--- src/rtl/tmr8_pkg.sv ---
package tmr8_pkg;
  localparam int unsigned CNT_W    = 8;
  localparam int unsigned SEL_W    = 3;
  localparam int unsigned NUM_TAPS = 5;
  // low prescaler bits that must be all ones for each tap (div 1,8,64,256,1024)
  localparam int unsigned TAP_BITS [NUM_TAPS] = '{0, 3, 6, 8, 10};
  localparam int unsigned PRE_W    = TAP_BITS[NUM_TAPS-1];

  localparam logic [SEL_W-1:0] SEL_STOP = 3'b000;
  localparam logic [SEL_W-1:0] SEL_FALL = 3'b110;
  localparam logic [SEL_W-1:0] SEL_RISE = 3'b111;
endpackage

--- src/rtl/tmr8_prescaler.sv ---
module tmr8_prescaler
  import tmr8_pkg::*;
(
  input  logic                clk_i,
  input  logic                rst_ni,
  output logic [NUM_TAPS-1:0] tap_o
);
  logic [PRE_W-1:0] pre_q;

  always_ff @(posedge clk_i or negedge rst_ni) begin
    if (!rst_ni) pre_q <= '0;
    else         pre_q <= pre_q + 1'b1;
  end

  for (genvar k = 0; k < NUM_TAPS; k++) begin : g_tap
    if (TAP_BITS[k] == 0) begin : g_div1
      assign tap_o[k] = 1'b1;
    end else begin : g_divn
      assign tap_o[k] = &pre_q[TAP_BITS[k]-1:0];
    end
  end
endmodule

--- src/rtl/tmr8_ext_edge.sv ---
module tmr8_ext_edge #(
  parameter int unsigned SYNC_STAGES = 2
) (
  input  logic clk_i,
  input  logic rst_ni,
  input  logic ext_i,
  output logic rise_o,
  output logic fall_o
);
  logic [SYNC_STAGES-1:0] sync_q;
  logic                   prev_q;

  always_ff @(posedge clk_i or negedge rst_ni) begin
    if (!rst_ni) begin
      sync_q <= '0;
      prev_q <= 1'b0;
    end else begin
      sync_q <= {sync_q[SYNC_STAGES-2:0], ext_i};
      prev_q <= sync_q[SYNC_STAGES-1];
    end
  end

  assign rise_o =  sync_q[SYNC_STAGES-1] & ~prev_q;
  assign fall_o = ~sync_q[SYNC_STAGES-1] &  prev_q;
endmodule

--- src/rtl/tmr8_tick_sel.sv ---
module tmr8_tick_sel
  import tmr8_pkg::*;
(
  input  logic [SEL_W-1:0]    sel_i,
  input  logic [NUM_TAPS-1:0] tap_i,
  input  logic                rise_i,
  input  logic                fall_i,
  output logic                tick_o
);
  always_comb begin
    tick_o = 1'b0;
    if (sel_i == SEL_RISE)      tick_o = rise_i;
    else if (sel_i == SEL_FALL) tick_o = fall_i;
    else begin
      for (int k = 0; k < NUM_TAPS; k++)
        if (sel_i == SEL_W'(k + 1)) tick_o = tap_i[k];
    end
  end
endmodule

--- src/rtl/tmr8_core.sv ---
module tmr8_core
  import tmr8_pkg::*;
(
  input  logic             clk_i,
  input  logic             rst_ni,
  input  logic             tick_i,
  input  logic             wr_en_i,
  input  logic [CNT_W-1:0] wr_data_i,
  output logic [CNT_W-1:0] cnt_o,
  output logic             ovf_o
);
  logic [CNT_W-1:0] cnt_q;
  logic             ovf_q;

  always_ff @(posedge clk_i or negedge rst_ni) begin
    if (!rst_ni) begin
      cnt_q <= '0;
      ovf_q <= 1'b0;
    end else begin
      ovf_q <= 1'b0;
      if (wr_en_i) begin
        cnt_q <= wr_data_i;  // write wins over a coincident tick
      end else if (tick_i) begin
        cnt_q <= cnt_q + 1'b1;
        ovf_q <= &cnt_q;
      end
    end
  end

  assign cnt_o = cnt_q;
  assign ovf_o = ovf_q;
endmodule

--- src/rtl/tmr8_top.sv ---
module tmr8_top
  import tmr8_pkg::*;
(
  input  logic             clk_i,
  input  logic             rst_ni,
  input  logic [SEL_W-1:0] sel_i,
  input  logic             ext_i,
  input  logic             wr_en_i,
  input  logic [CNT_W-1:0] wr_data_i,
  output logic [CNT_W-1:0] rd_data_o,
  output logic             ovf_o
);
  logic [NUM_TAPS-1:0] tap;
  logic                rise, fall, tick;

  tmr8_prescaler u_pre (.clk_i(clk_i), .rst_ni(rst_ni), .tap_o(tap));

  tmr8_ext_edge #(.SYNC_STAGES(2)) u_edge (
    .clk_i(clk_i), .rst_ni(rst_ni), .ext_i(ext_i), .rise_o(rise), .fall_o(fall)
  );

  tmr8_tick_sel u_sel (
    .sel_i(sel_i), .tap_i(tap), .rise_i(rise), .fall_i(fall), .tick_o(tick)
  );

  tmr8_core u_core (
    .clk_i(clk_i), .rst_ni(rst_ni), .tick_i(tick), .wr_en_i(wr_en_i),
    .wr_data_i(wr_data_i), .cnt_o(rd_data_o), .ovf_o(ovf_o)
  );
endmodule

--- config.mk ---
export PLATFORM = sky130hd
export DESIGN_NAME = tmr8_top
export DESIGN_NICKNAME = d
export VERILOG_FILES = /design/src/rtl/tmr8_pkg.sv /design/src/rtl/tmr8_prescaler.sv /design/src/rtl/tmr8_ext_edge.sv /design/src/rtl/tmr8_tick_sel.sv /design/src/rtl/tmr8_core.sv /design/src/rtl/tmr8_top.sv
export SDC_FILE = /design/constraint.sdc
export NUM_CORES = 1
export LEC_CHECK = 0
export ABC_AREA = 1
export ABC_CLOCK_PERIOD_IN_PS = 4450
export BUFFER_PORTS_ARGS = -buffer_cell sky130_fd_sc_hd__buf_4
export CAP_MARGIN = 5
export CORE_MARGIN = 1.5
export CORE_UTILIZATION = 57
export CTS_CLUSTER_DIAMETER = 120
export DETAILED_ROUTE_END_ITERATION = 10
export MAX_ROUTING_LAYER = met4
export PLACE_DENSITY = 0.82
export SYNTH_ARGS = -nofsm -noshare
export SYNTH_HDL_FRONTEND = slang
export SYNTH_HIERARCHICAL = 1
export SYNTH_SLANG_ARGS = --single-unit
--- constraint.sdc ---
create_clock -name clk_i -period 4.45 [get_ports clk_i]
set_clock_uncertainty 0.1 [all_clocks]
set_input_delay 0.6675 -clock clk_i [delete_from_list [all_inputs] [get_ports clk_i]]
set_output_delay 0.6675 -clock clk_i [all_outputs]
set_load 0.05 [all_outputs]
Word-level counts from Yosys, hierarchy flattened
Cells that the tools add are included.

storage, ports and cells
  register bits after elaboration = 22
  input port bits = 15
  output and inout bits = 9
  logic and storage cells = 35

operators by class
  add/subtract/negate cells = 2
  equal/unequal tests = 7
  multiplexer cells = 11
  bitwise logic cells = 4
  reductions and logical operators = 6

operator list
  operator                                       number
  two-way mux 8 bit                              2
  AND reduction 8 bit                            2
  == test 3 bit, second input constant           4
  adder 10 x 1 -> 10 bit, second input constant  1
  AND reduction 10 bit                           1
  two-way mux 1 bit                              9
  adder 8 x 1 -> 8 bit, second input constant    1
  == test 3 x 2 -> 1 bit, second input constant  2
  AND reduction 6 bit                            1
  == test 3 x 1 -> 1 bit, second input constant  1
  AND reduction 3 bit                            1
  bitwise AND 1 bit                              2
  inverter 1 bit                                 2
  nonzero test 2 bit                             1

Longest topological paths before layout
Gate-level depths: netlist of the first run.

  word-level depth = 10
  depth in mapped cells = 15
  gate-level depth less buffers = 15

Hierarchy
Netlist of the first run, hierarchy kept.

modules (own cells, without submodules)
  module          times used  cells each  area each (um^2)  seq. area each (um^2)
  tmr8_core       1           66          534.3             225.2
  tmr8_prescaler  1           55          476.7             250.2
  tmr8_tick_sel   1           23          93.8              0.0
  tmr8_ext_edge   1           7           90.1              75.1

Worst setup path before layout of the first run
No wires, ideal clock.

  path type = reg2reg
  start point = register u_pre.pre_q[0]
  end point = register u_core.cnt_q[2], in the netlist u_core/cnt_o[2]
  library setup time = 0.077 ns
  arrival = 1.616 ns
  data required time = 4.273 ns
  setup slack = 2.657 ns
  stages on the path, launching flop included = 15
  path buffers = 0
  period minus slack after synthesis = 1.793 ns
  cell sequence = dfrtp_1 > ha_1 > nand3_2 > nor2_4 > nand2_2 > nor2_1 > inv_1 > nand2_1 > nand3_1 > nand3_1 > nand2_1 > inv_1 > nand2_1 > xor2_1 > a21oi_1

on the way
  elaborated cells on any way between the ends = 11
  classes of those cells = 6 x mux; 5 x reduce/logical

RTL lines
  element                              RTL line              source
  start, declared                      tmr8_prescaler.sv:8   logic [PRE_W-1:0] pre_q;
  start signal, assigned               tmr8_prescaler.sv:12  else pre_q <= pre_q + 1'b1;
  AND reduction 6 bit                  tmr8_prescaler.sv:19  assign tap_o[k] = &pre_q[TAP_BITS[k]-1:0];
  net tap[2]                           tmr8_top.sv:13        logic [NUM_TAPS-1:0] tap;
  two-way mux 1 bit (3 in a row)       tmr8_tick_sel.sv:16   if (sel_i == SEL_W'(k + 1)) tick_o = tap_i[k];
  two-way mux 1 bit                    tmr8_tick_sel.sv:13   else if (sel_i == SEL_FALL) tick_o = fall_i;
  two-way mux 1 bit                    tmr8_tick_sel.sv:12   if (sel_i == SEL_RISE) tick_o = rise_i;
  net tick                             tmr8_top.sv:14        logic rise, fall, tick;
  nonzero test 2 bit (no source line)  --
  end signal, assigned                 tmr8_core.sv:22       cnt_q <= wr_data_i;
  end signal, assigned                 tmr8_core.sv:24       cnt_q <= cnt_q + 1'b1;
  end, declared                        tmr8_core.sv:12       logic [CNT_W-1:0] cnt_q;

The timed path passes the listed nets, and every way through them passes these cells.
A chain may end at the register's enable or synchronous reset.

Worst setup path in the final report of the first run
  start point = register u_pre.pre_q[0]
  end point = register u_core.cnt_q[6], in the netlist u_core/cnt_o[6]

Same word-level chain as after synthesis.

==> results.sh, run 1 <==
export IMPL_wl_per_cell_um=11.26
export IMPL_finalCritPeriodShare_pct=44.45
export IMPL_seq_area_frac_synth_pct=46.07
export IMPL_die_w_um=48.79
export IMPL_startpoint="u_pre/pre_q[0]"
export IMPL_hold_class="in2async"
export IMPL_rows=16
export IMPL_globalRouteOverflowTotal=0
export IMPL_hold_viol_final=0
export IMPL_wl_um=2285
export IMPL_clk_pin_slew_ns=0.12
export IMPL_cts_setup_buffers=0
export IMPL_nets=195
export IMPL_final_util_pct=72.32
export IMPL_grt_usage_pct=23.41
export IMPL_core_area_um2=1962
export IMPL_grt_pass1_vias=967
export IMPL_dr_pass1_iters=4
export IMPL_viasPerCell=4.936
export IMPL_fin_setup_tns_ns=0
export IMPL_num_antenna_cells=0
export IMPL_power_density_nw_per_um2=311.3
export IMPL_netlist_area_um2=1195
export IMPL_grt_start_max_net_pins=23
export IMPL_drive_gt1_share_pct=21.59
export IMPL_cp_start_kind="flop"
export IMPL_fmax_mhz=505.6
export IMPL_cts_hold_buf=0
export IMPL_ys_ff_latch=22
export IMPL_route_detailed_drc=0
export IMPL_synth_edf_count=0
export IMPL_rsz0062_at_grt="no"
export IMPL_finalSetupViolations=0
export IMPL_yosys_top_cells_area="dfrtp_1 46%, nand2_1 14%, nand3_1 8.0%"
export IMPL_async_flop_share_pct=100.0
export IMPL_leakagePower_uw=0.0007558
export IMPL_synth_common_cells="44 x nand2_1, 24 x inv_1, 22 x dfrtp_1"
export IMPL_ir_drop_mv=0.2367
export IMPL_required_ns=4.61
export IMPL_synthCells=151
export IMPL_setup_worst_path_class="reg2reg"
export IMPL_area_delta_synth_final_pct=18.74
export IMPL_cts_tree="yes"
export IMPL_numCtsBuffers=3
export IMPL_place_hpwl_um=1738
export IMPL_status="finished clean"
export IMPL_fin_crit_ns=1.978
export IMPL_netlist_top_cell_by_area="dfrtp_1"
export IMPL_slew_violations=0
export IMPL_ctsResizeCount=0
export IMPL_nFillCells=162
export IMPL_grt_pass1_wl_um=4160
export IMPL_ys_warn_count=6
export IMPL_drt_iter0_markers=19
export IMPL_synth_most_common_cell="nand2_1"
export IMPL_initial_core_util_pct=60.91
export IMPL_synth_avg_cell_area_um2=7.913
export IMPL_die_area_um2=2380
export IMPL_cp_arrival_ns=2.14
export IMPL_cts_root_buf="clkbuf_4"
export IMPL_crit_path_end_kind="flop"
export IMPL_h_tree_depth=1
export IMPL_portBuffers=23
export IMPL_ant_nets=0
export IMPL_r2r_start="u_pre/pre_q[0]"
export IMPL_drv_cap=0
export IMPL_crit_fanout=7
export IMPL_clkSinkCount=22
export IMPL_synth_nets=169
export IMPL_gp_congestion=0.8373
export IMPL_vias=1002
export IMPL_io_pins=24
export IMPL_antenna_found_initial=0
export IMPL_synth_cell_types=22
export IMPL_die_h_um=48.79
export IMPL_clk_latency_ns=0.31
export IMPL_clockBufferDepth=2
export IMPL_dominantRegCellSynth="dfrtp_1"
export IMPL_yosys_area_top_type_share_pct=46.07
## kinds of logic after synthesis
logic type                 synth area share [%]
DFF                                       46.07
AOI/OAI and AO/OA                         6.911
adders and majority gates                 3.142
xor gates and xnor gates                  2.199
other                                    0.3138
buffers and inverters                     10.05
and+or+nand+nor                           31.31
## path summary, 6_finish.rpt
path	end	slack, ns	depth (start not counted)
worst max-delay path	u_core/cnt_o[6]	2.47	15
worst min-delay path	u_core/ovf_o	0.11	1
worst max register to register	u_core/cnt_o[6]	2.47	15
worst min register to register	u_edge/sync_q[1]	0.27	0
max in group asynchronous	u_pre/pre_q[4]	3.93	1
min in group clk_i	u_edge/sync_q[1]	0.27	0
## through the flow
| stage | power, uW | setup WS (ns) | hold slack [ns] | instance area, um2 | std cells |
|---|---|---|---|---|---|
| 3_3_place_gp | 330.0 | 2.579 | 0.2372 | 1383 | 199 |
| 5_1_grt | 466.4 | 2.260 | 0.1150 | 1419 | 203 |
| 4_1_cts | 448.1 | 2.461 | 0.1097 | 1419 | 203 |
| 2_1_floorplan | 294.9 | 2.657 | 0.2312 | 1195 | 151 |
| 3_5_place_dp | 332.7 | 2.507 | 0.2402 | 1383 | 199 |
| 6_report | 441.7 | 2.472 | 0.1114 | 1419 | 203 |
## cells in the final DEF, fill, tap and decap left out
master	n
a21oi_1	1
a22oi_1	5
buf_4	23
clkbuf_4	3
clkbuf_8	1
conb_1	1
dfrtp_1	22
ha_1	3
inv_1	24
inv_2	3
nand2_1	44
nand2_2	2
nand3_1	19
nand3_2	2
nand3b_1	1
nor2_1	9
nor2_2	1
nor2_4	3
o211ai_1	1
o21ai_0	2
o21bai_1	3
xnor2_1	2
xor2_1	1
## power breakdown
group	switching, uW	internal, uW	total, uW
clock network	62.9	50.0	113
logic	68.4	35.9	104
registers	14.1	210	224
## flip-flops by register name, summed over array words and instances (netlist names)
register	count
u_edge/prev_q	1
u_pre/pre_q	10
u_core/ovf_o	1
u_edge/sync_q	2
u_core/cnt_o	8
## cell type report
type	count	area, um2	share of cell area (%)
inverter	27	101.3	7.143
clock buffer	4	36.28	2.557
timing repair buffer	23	172.7	12.17
tap	27	33.78	2.381
multi-input combinational	100	524.3	36.95
sequential	22	550.5	38.80
## critical path, cell delays in order (launching register included)
cell and delay, ns:
dfrtp_1 0.39, ha_1 0.19, nand3_2 0.13, nor2_4 0.15, nand2_2 0.07, nor2_1 0.08
inv_1 0.04, nand2_1 0.05, nand3_1 0.07, nand3_1 0.06, nand2_1 0.05, inv_1 0.14
nand2_2 0.10, inv_2 0.12, nand3_1 0.11, nand2_1 0.07
## routing by layer
metal / track usage, % / wire length, um / share of wire, %
met1: 30.39 / 1075 / 47
met2: 36.53 / 1079 / 47
met3: 3.988 / 87 / 3.8
met4: 10.00 / 42 / 1.8
met5: - / 0 / 0
Note: power is estimated with default switching activity, not from simulation.
==> run 2, diff against run 1 <==
ABC_AREA = 0   (was 1)
ABC_CLOCK_PERIOD_IN_PS = 1690   (was 4450)
CORE_UTILIZATION = 47   (was 57)
PLACE_DENSITY = 0.73   (was 0.82)
clock period = 1.69 ns   (was 4.45 ns; I/O delays follow)
==> run 2 against run 1 <==
The run now ends with negative setup slack left. Final area is 6.1% higher. Synthesized cell count is 34% lower. Die area is 10% higher. Largest cell class is now multi-input combinational cells.
==> results.sh, run 2 <==
export IMPL_most_common_layout_cells="36 x buf_4, 22 x dfrtp_1, 11 x nand2_1"
export IMPL_cts_tree="yes"
export IMPL_placed_area_um2=1390
export IMPL_seq_area_frac_synth_pct=50.46
export IMPL_antenna_found_initial=0
export IMPL_r2r_setup_slack_ns=-0.53
export IMPL_nets=158
export IMPL_clk_latency_ns=0.30
export IMPL_r2r_end="u_core/cnt_o[0]"
export IMPL_gp_congestion=0.8048
export IMPL_place_hpwl_um=1599
export IMPL_multiInputGateArea_um2=573.1
export IMPL_netlist_area_um2=1091
export IMPL_synth_edf_count=0
export IMPL_crit_path_end_kind="flop"
export IMPL_violations="negative setup slack"
export IMPL_dr_pass1_iters=4
export IMPL_largest_reg_flops=10
export IMPL_grt_usage_pct=20.53
export IMPL_synth_avg_cell_area_um2=11.02
export IMPL_rows=17
export IMPL_startpoint="u_pre/pre_q[1]"
export IMPL_io_pins=24
export IMPL_ys_warn_count=6
export IMPL_layout_cells_non_filler=166
export IMPL_wl_per_cell_um=13.83
export IMPL_wl_um=2296
export IMPL_numCtsBuffers=3
export IMPL_initial_core_util_pct=49.32
export IMPL_ir_drop_mv=0.4681
export IMPL_clk_pin_slew_ns=0.12
export IMPL_nFillCells=186
export IMPL_drive_gt1_share_pct=44.20
export IMPL_r2r_cells=8
export IMPL_cp_slowest_cell="mux4_2"
export IMPL_grt_start_max_net_pins=23
export IMPL_setup_worst_path_class="reg2reg"
export IMPL_endpoint="u_core/cnt_o[0]"
export IMPL_fmax_mhz=449.7
export IMPL_r2r_start="u_pre/pre_q[1]"
export IMPL_hold_class="in2reg"
export IMPL_status="finished with violations"
export IMPL_ys_ff_latch=22
export IMPL_critPathBufInv=1
export IMPL_vias=866
export IMPL_yosys_area_top_type_share_pct=50.46
export IMPL_layout_commonest_cell="buf_4"
export IMPL_hold_viol_final=0
export IMPL_final_area_um2=1505
export IMPL_grt_pass1_vias=876
export IMPL_die_h_um=51.18
export IMPL_die_area_um2=2619
export IMPL_post_place_ws_ns=-0.5591
export IMPL_viasPerCell=5.217
export IMPL_fin_setup_tns_ns=-4.222
export IMPL_num_antenna_cells=0
export IMPL_synth_cell_types=26
export IMPL_synthCells=99
export IMPL_min_path_cells=3
export IMPL_regMostFlops="u_pre/pre_q"
export IMPL_route_detailed_drc=0
export IMPL_gr_usage_met1_pct=25.76
export IMPL_path_cells="ha_4 -> nand2_4 -> nor2_4 -> mux2_4 -> mux4_2 -> buf_6 -> xnor2_1 -> o21ai_1"
export IMPL_drv_cap=0
export IMPL_yosys_top_cells_area="dfrtp_1 50%, xor2_1 4.8%, nand2_1 4.5%"
export IMPL_slew_violations=0
export IMPL_gr_max_usage_layer="met2"
export IMPL_power_density_nw_per_um2=684.7
export IMPL_dp_cells=158
export IMPL_h_tree_depth=1
export IMPL_crit_fanout=6
export IMPL_finalCritPeriodShare_pct=131.6
export IMPL_drt_iter0_markers=13
export IMPL_groute_layer_met3_usage_pct=3.509
export IMPL_synth_most_common_cell="dfrtp_1"
export IMPL_met2_usage_pct=34.42
export IMPL_final_seq_area_um2=550.5
export IMPL_required_ns=1.78
export IMPL_synth_nets=117
export IMPL_die_w_um=51.18
export IMPL_rsz0062_at_grt="yes"
export IMPL_leakagePower_uw=0.0007117
export IMPL_critPathMaxStageDelay_ns=0.57
export IMPL_ant_nets=0
export IMPL_area_delta_synth_final_pct=37.96
export IMPL_fin_crit_ns=2.224
export IMPL_worst_slack_ns=-0.5337
export IMPL_globalRouteOverflowTotal=0
export IMPL_clkSinkCount=22
export IMPL_dominantRegCellSynth="dfrtp_1"
export IMPL_cp_arrival_ns=2.32
export IMPL_core_area_um2=2212
export IMPL_portBuffers=23
export IMPL_finalSetupViolations=9
export IMPL_p_total_uw=1031
export IMPL_netlist_top_cell_by_area="dfrtp_1"
export IMPL_grt_pass1_wl_um=3919
export IMPL_cts_root_buf="clkbuf_4"
export IMPL_async_flop_share_pct=100.0
export IMPL_cp_start_kind="flop"
export IMPL_synth_common_cells="22 x dfrtp_1, 13 x nand2_1, 8 x nand3_1, 8 x o21ai_0, 6 x xor2_1"
export IMPL_clockBufferDepth=2
export IMPL_crit_family="multiplexers"
export IMPL_path_depth=8
run 2: cell count changes after synthesis, moves of 4 or more:
cell	previous run	this run
xor2_1	1	6
inv_1	24	3
nor2b_1	0	4
o21ai_0	2	8
a22oi_1	5	0
nand2_1	44	13
nor2_1	9	2
nand3_1	19	8
run 2: cell type report:
type,count,share of cell area [%]
Multi-Input combinational cell,70,38.07
Clock buffer,3,1.496
Timing Repair Buffer,40,20.78
Sequential cell,22,36.58
Inverter,3,0.7481
Tap cell,28,2.328
run 2: cells by family (layout without fill, tap and decap cells):
group                    after synthesis  in the layout  share of synthesized area (%)
XOR/XNOR                              11             11                          8.830
adder cells (fa/ha/maj)                3              3                          3.441
flip-flops                            22             22                          50.46
AO/OA/AOI/OAI                          8              8                          3.670
other                                  1              1                         0.3437
AND/OR/NAND/NOR                       42             42                          23.63
buffers and inverters                  7             46                          3.554
multiplexers                           5              5                          6.078
run 2: power by group:
part | internal (uW) | leakage [uW] | switching, uW | total, uW
clock | 83.2 | 0.0000138 | 151 | 235
combinational | 84.2 | 0.000426 | 129 | 213
sequential | 549 | 0.000271 | 33.9 | 583
run 2: how the worst min path moves through the flow:
stage / from / end
after CTS: wr_data_i[5] / u_core/cnt_o[5]
after global routing: wr_data_i[2] / u_core/cnt_o[2]
final: wr_data_i[5] / u_core/cnt_o[5]
after global placement: rst_ni / u_pre/pre_q[7]
after floorplan: rst_ni / u_core/cnt_o[0]
after detailed placement: rst_ni / u_pre/pre_q[7]
run 2: what timing repair did:
action / 4_1_cts / 5_1_grt
pin swaps: 7 / 4
hold endpoints to repair: 23 / 0
buffers inserted: 2 / 1
setup endpoints to repair: 9 / 9
hold buffers: 2 / 0
resized for setup: 10 / 1
cloned: 0 / 0
run 2: routing by layer:
layer / part of all wire, % / up-vias
met3: 2.8 / 2
met1: 46 / 429
li1: - / 417
met2: 51 / 18
met4: 0.52 / 0
met5: 0 / -
run 2: worst register-to-register path: stages, from the launching register on:
cell and delay [ns]:
dfrtp_1 0.43, ha_4 0.19, nand2_4 0.11, nor2_4 0.04, mux2_4 0.26, mux4_2 0.57, buf_6 0.16, xnor2_1 0.15
o21ai_1 0.11
run 2: per-stage QoR:
| step | util, % | hold slack, ns |
|---|---|---|
| after detailed placement | 62.84 | 0.05931 |
| after floorplan | - | -0.1421 |
| final | 68.04 | 0.04626 |
| after global routing | 68.04 | 0.05651 |
| after global placement | 62.84 | 0.05512 |
| after CTS | 67.53 | 0.04644 |
==> run 3, diff against run 2 <==
RECOVER_POWER = 25   (was not set)
==> run 3 against run 2 <==
The flow still finishes with violations (negative setup slack). First-iteration DRC count unchanged. Register-to-register slack about the same. Clock power about the same. Die area unchanged. Sequential power about the same.
==> results.sh, run 3 (synthesis results as in run 2) <==
export IMPL_status="finished with violations"
export IMPL_violations="negative setup slack"
export IMPL_layout_cells_non_filler=166
export IMPL_clk_latency_ns=0.30
export IMPL_nets=158
export IMPL_crit_fanout=6
export IMPL_critPathBufInv=1
export IMPL_grt_pass1_vias=876
export IMPL_gp_congestion=0.8048
export IMPL_core_area_um2=2212
export IMPL_vias=866
export IMPL_post_place_ws_ns=-0.5591
export IMPL_cp_slowest_cell="mux4_2"
export IMPL_clkSinkCount=22
export IMPL_ir_drop_mv=0.4680
export IMPL_die_w_um=51.18
export IMPL_regMostFlops="u_pre/pre_q"
export IMPL_place_hpwl_um=1599
export IMPL_slew_violations=0
export IMPL_finalSetupViolations=9
export IMPL_portBuffers=23
export IMPL_cts_tree="yes"
export IMPL_clk_pin_slew_ns=0.12
export IMPL_die_area_um2=2619
export IMPL_rows=17
export IMPL_worst_slack_ns=-0.5336
export IMPL_multiInputGateArea_um2=573.1
export IMPL_wl_um=2296
export IMPL_seq_power_share_pct=56.6
export IMPL_drt_iter0_markers=13
export IMPL_viasPerCell=5.217
export IMPL_route_detailed_drc=0
export IMPL_crit_family="multiplexers"
export IMPL_required_ns=1.78
export IMPL_leakagePower_uw=0.0007110
export IMPL_most_common_layout_cells="35 x buf_4, 22 x dfrtp_1, 11 x nand2_1"
export IMPL_p_int_uw=715.7
export IMPL_io_pins=24
export IMPL_globalRouteOverflowTotal=0
export IMPL_hold_viol_final=0
export IMPL_p_clk_share_pct=22.8
export IMPL_grt_usage_pct=20.53
export IMPL_ant_nets=0
export IMPL_dr_pass1_iters=4
export IMPL_drive_gt1_share_pct=44.20
export IMPL_power_density_nw_per_um2=685.3
export IMPL_area_delta_synth_final_pct=37.73
export IMPL_hold_class="in2reg"
export IMPL_maxSlewHeadroom_pct=63.19
export IMPL_fmax_mhz=449.7
export IMPL_p_sw_share_pct=30.51
export IMPL_fin_crit_ns=2.224
export IMPL_nFillCells=187
export IMPL_cts_root_buf="clkbuf_4"
export IMPL_numCtsBuffers=3
export IMPL_wl_per_cell_um=13.83
export IMPL_final_seq_area_um2=550.5
export IMPL_finalCritPeriodShare_pct=131.6
export IMPL_cp_start_kind="flop"
export IMPL_path_cells="ha_4 -> nand2_4 -> nor2_4 -> mux2_4 -> mux4_2 -> buf_6 -> xnor2_1 -> o21ai_1"
export IMPL_h_tree_depth=1
export IMPL_initial_core_util_pct=49.32
export IMPL_largest_reg_flops=10
export IMPL_cp_arrival_ns=2.32
export IMPL_grt_start_max_net_pins=23
export IMPL_die_h_um=51.18
export IMPL_critPathMaxStageDelay_ns=0.57
export IMPL_comb_power_share_pct=20.6
export IMPL_worst_slew_pin_slew_ns=0.5522
export IMPL_antenna_found_initial=0
export IMPL_setup_worst_path_class="reg2reg"
export IMPL_drv_cap=0
export IMPL_layout_commonest_cell="buf_4"
export IMPL_clockBufferDepth=2
export IMPL_crit_path_end_kind="flop"
export IMPL_grt_pass1_wl_um=3919
export IMPL_p_sw_uw=314.2
export IMPL_num_antenna_cells=0
export IMPL_rsz0062_at_grt="yes"
export IMPL_dp_cells=158
-- run 3: cell types whose count changed in the layout (fill, tap and decap cells not counted) --
cell,delta
buf_4,-1
clkbuf_2,+1
-- run 3: final timing paths --
path	start	endpoint	slack, ns	cells past startpoint
min in group asynchronous	rst_ni	u_pre/pre_q[9]	0.36	2
max in group asynchronous	rst_ni	u_pre/pre_q[2]	0.77	2
hold reg to reg	u_edge/sync_q[0]	u_edge/sync_q[1]	0.28	0
hold / removal	wr_data_i[5]	u_core/cnt_o[5]	0.05	3
setup / recovery	u_pre/pre_q[1]	u_core/cnt_o[0]	-0.53	8
setup reg to reg	u_pre/pre_q[1]	u_core/cnt_o[0]	-0.53	8
-- run 3: timing repair --
action                     in CTS  in global routing
pin swaps                       7                  4
gates resized for setup        10                  1
hold endpoints to repair       23                  0
setup endpoints to repair       9                  9
setup buffers                   2                  1
hold buffers                    2                  0
-- run 3: per-layer routing --
layer | GRT usage (%) | part of all wire [%]
met3 | 3.509 | 3.0
met5 | - | 0
met2 | 34.42 | 51
met1 | 25.76 | 46
met4 | 5.405 | 0.52
-- run 3: cell type report --
cell class	instances	area share, %
Timing Repair Buffer	40	20.65
Inverter	3	0.7494
Clock buffer	3	1.499
Multi-Input combinational cell	70	38.13
Sequential cell	22	36.64
Tap cell	28	2.331
-- run 3: tightest hold or removal path: cells and delay by family --
family	cells	cell delay, ns
buffers and inverters	1	0.08
and+or+nand+nor	2	0.09
-- run 3: stage by stage --
step / setup TNS [ns] / hold slack (ns) / power (uW) / area [um2] / utilization [%]
final: -4.220 / 0.04626 / 1030 / 1503 / 67.93
after global routing: -4.943 / 0.05651 / 1075 / 1503 / 67.93
after CTS: -4.026 / 0.04644 / 1036 / 1494 / 67.53
after detailed placement: -4.402 / 0.05931 / 796.3 / 1390 / 62.84
after global placement: -3.768 / 0.05512 / 788.8 / 1390 / 62.84
after floorplan: -3.352 / -0.1421 / 713.4 / 1124 / -
-- run 3: power groups by stage --
stage | Clock, uW | Combinational [uW] | Sequential (uW)
final | 235 | 212 | 583
after global placement | 0 | 200 | 589
after detailed placement | 0 | 204 | 592
after floorplan | 0 | 59.5 | 654
after global routing | 260 | 227 | 588
after CTS | 242 | 211 | 583
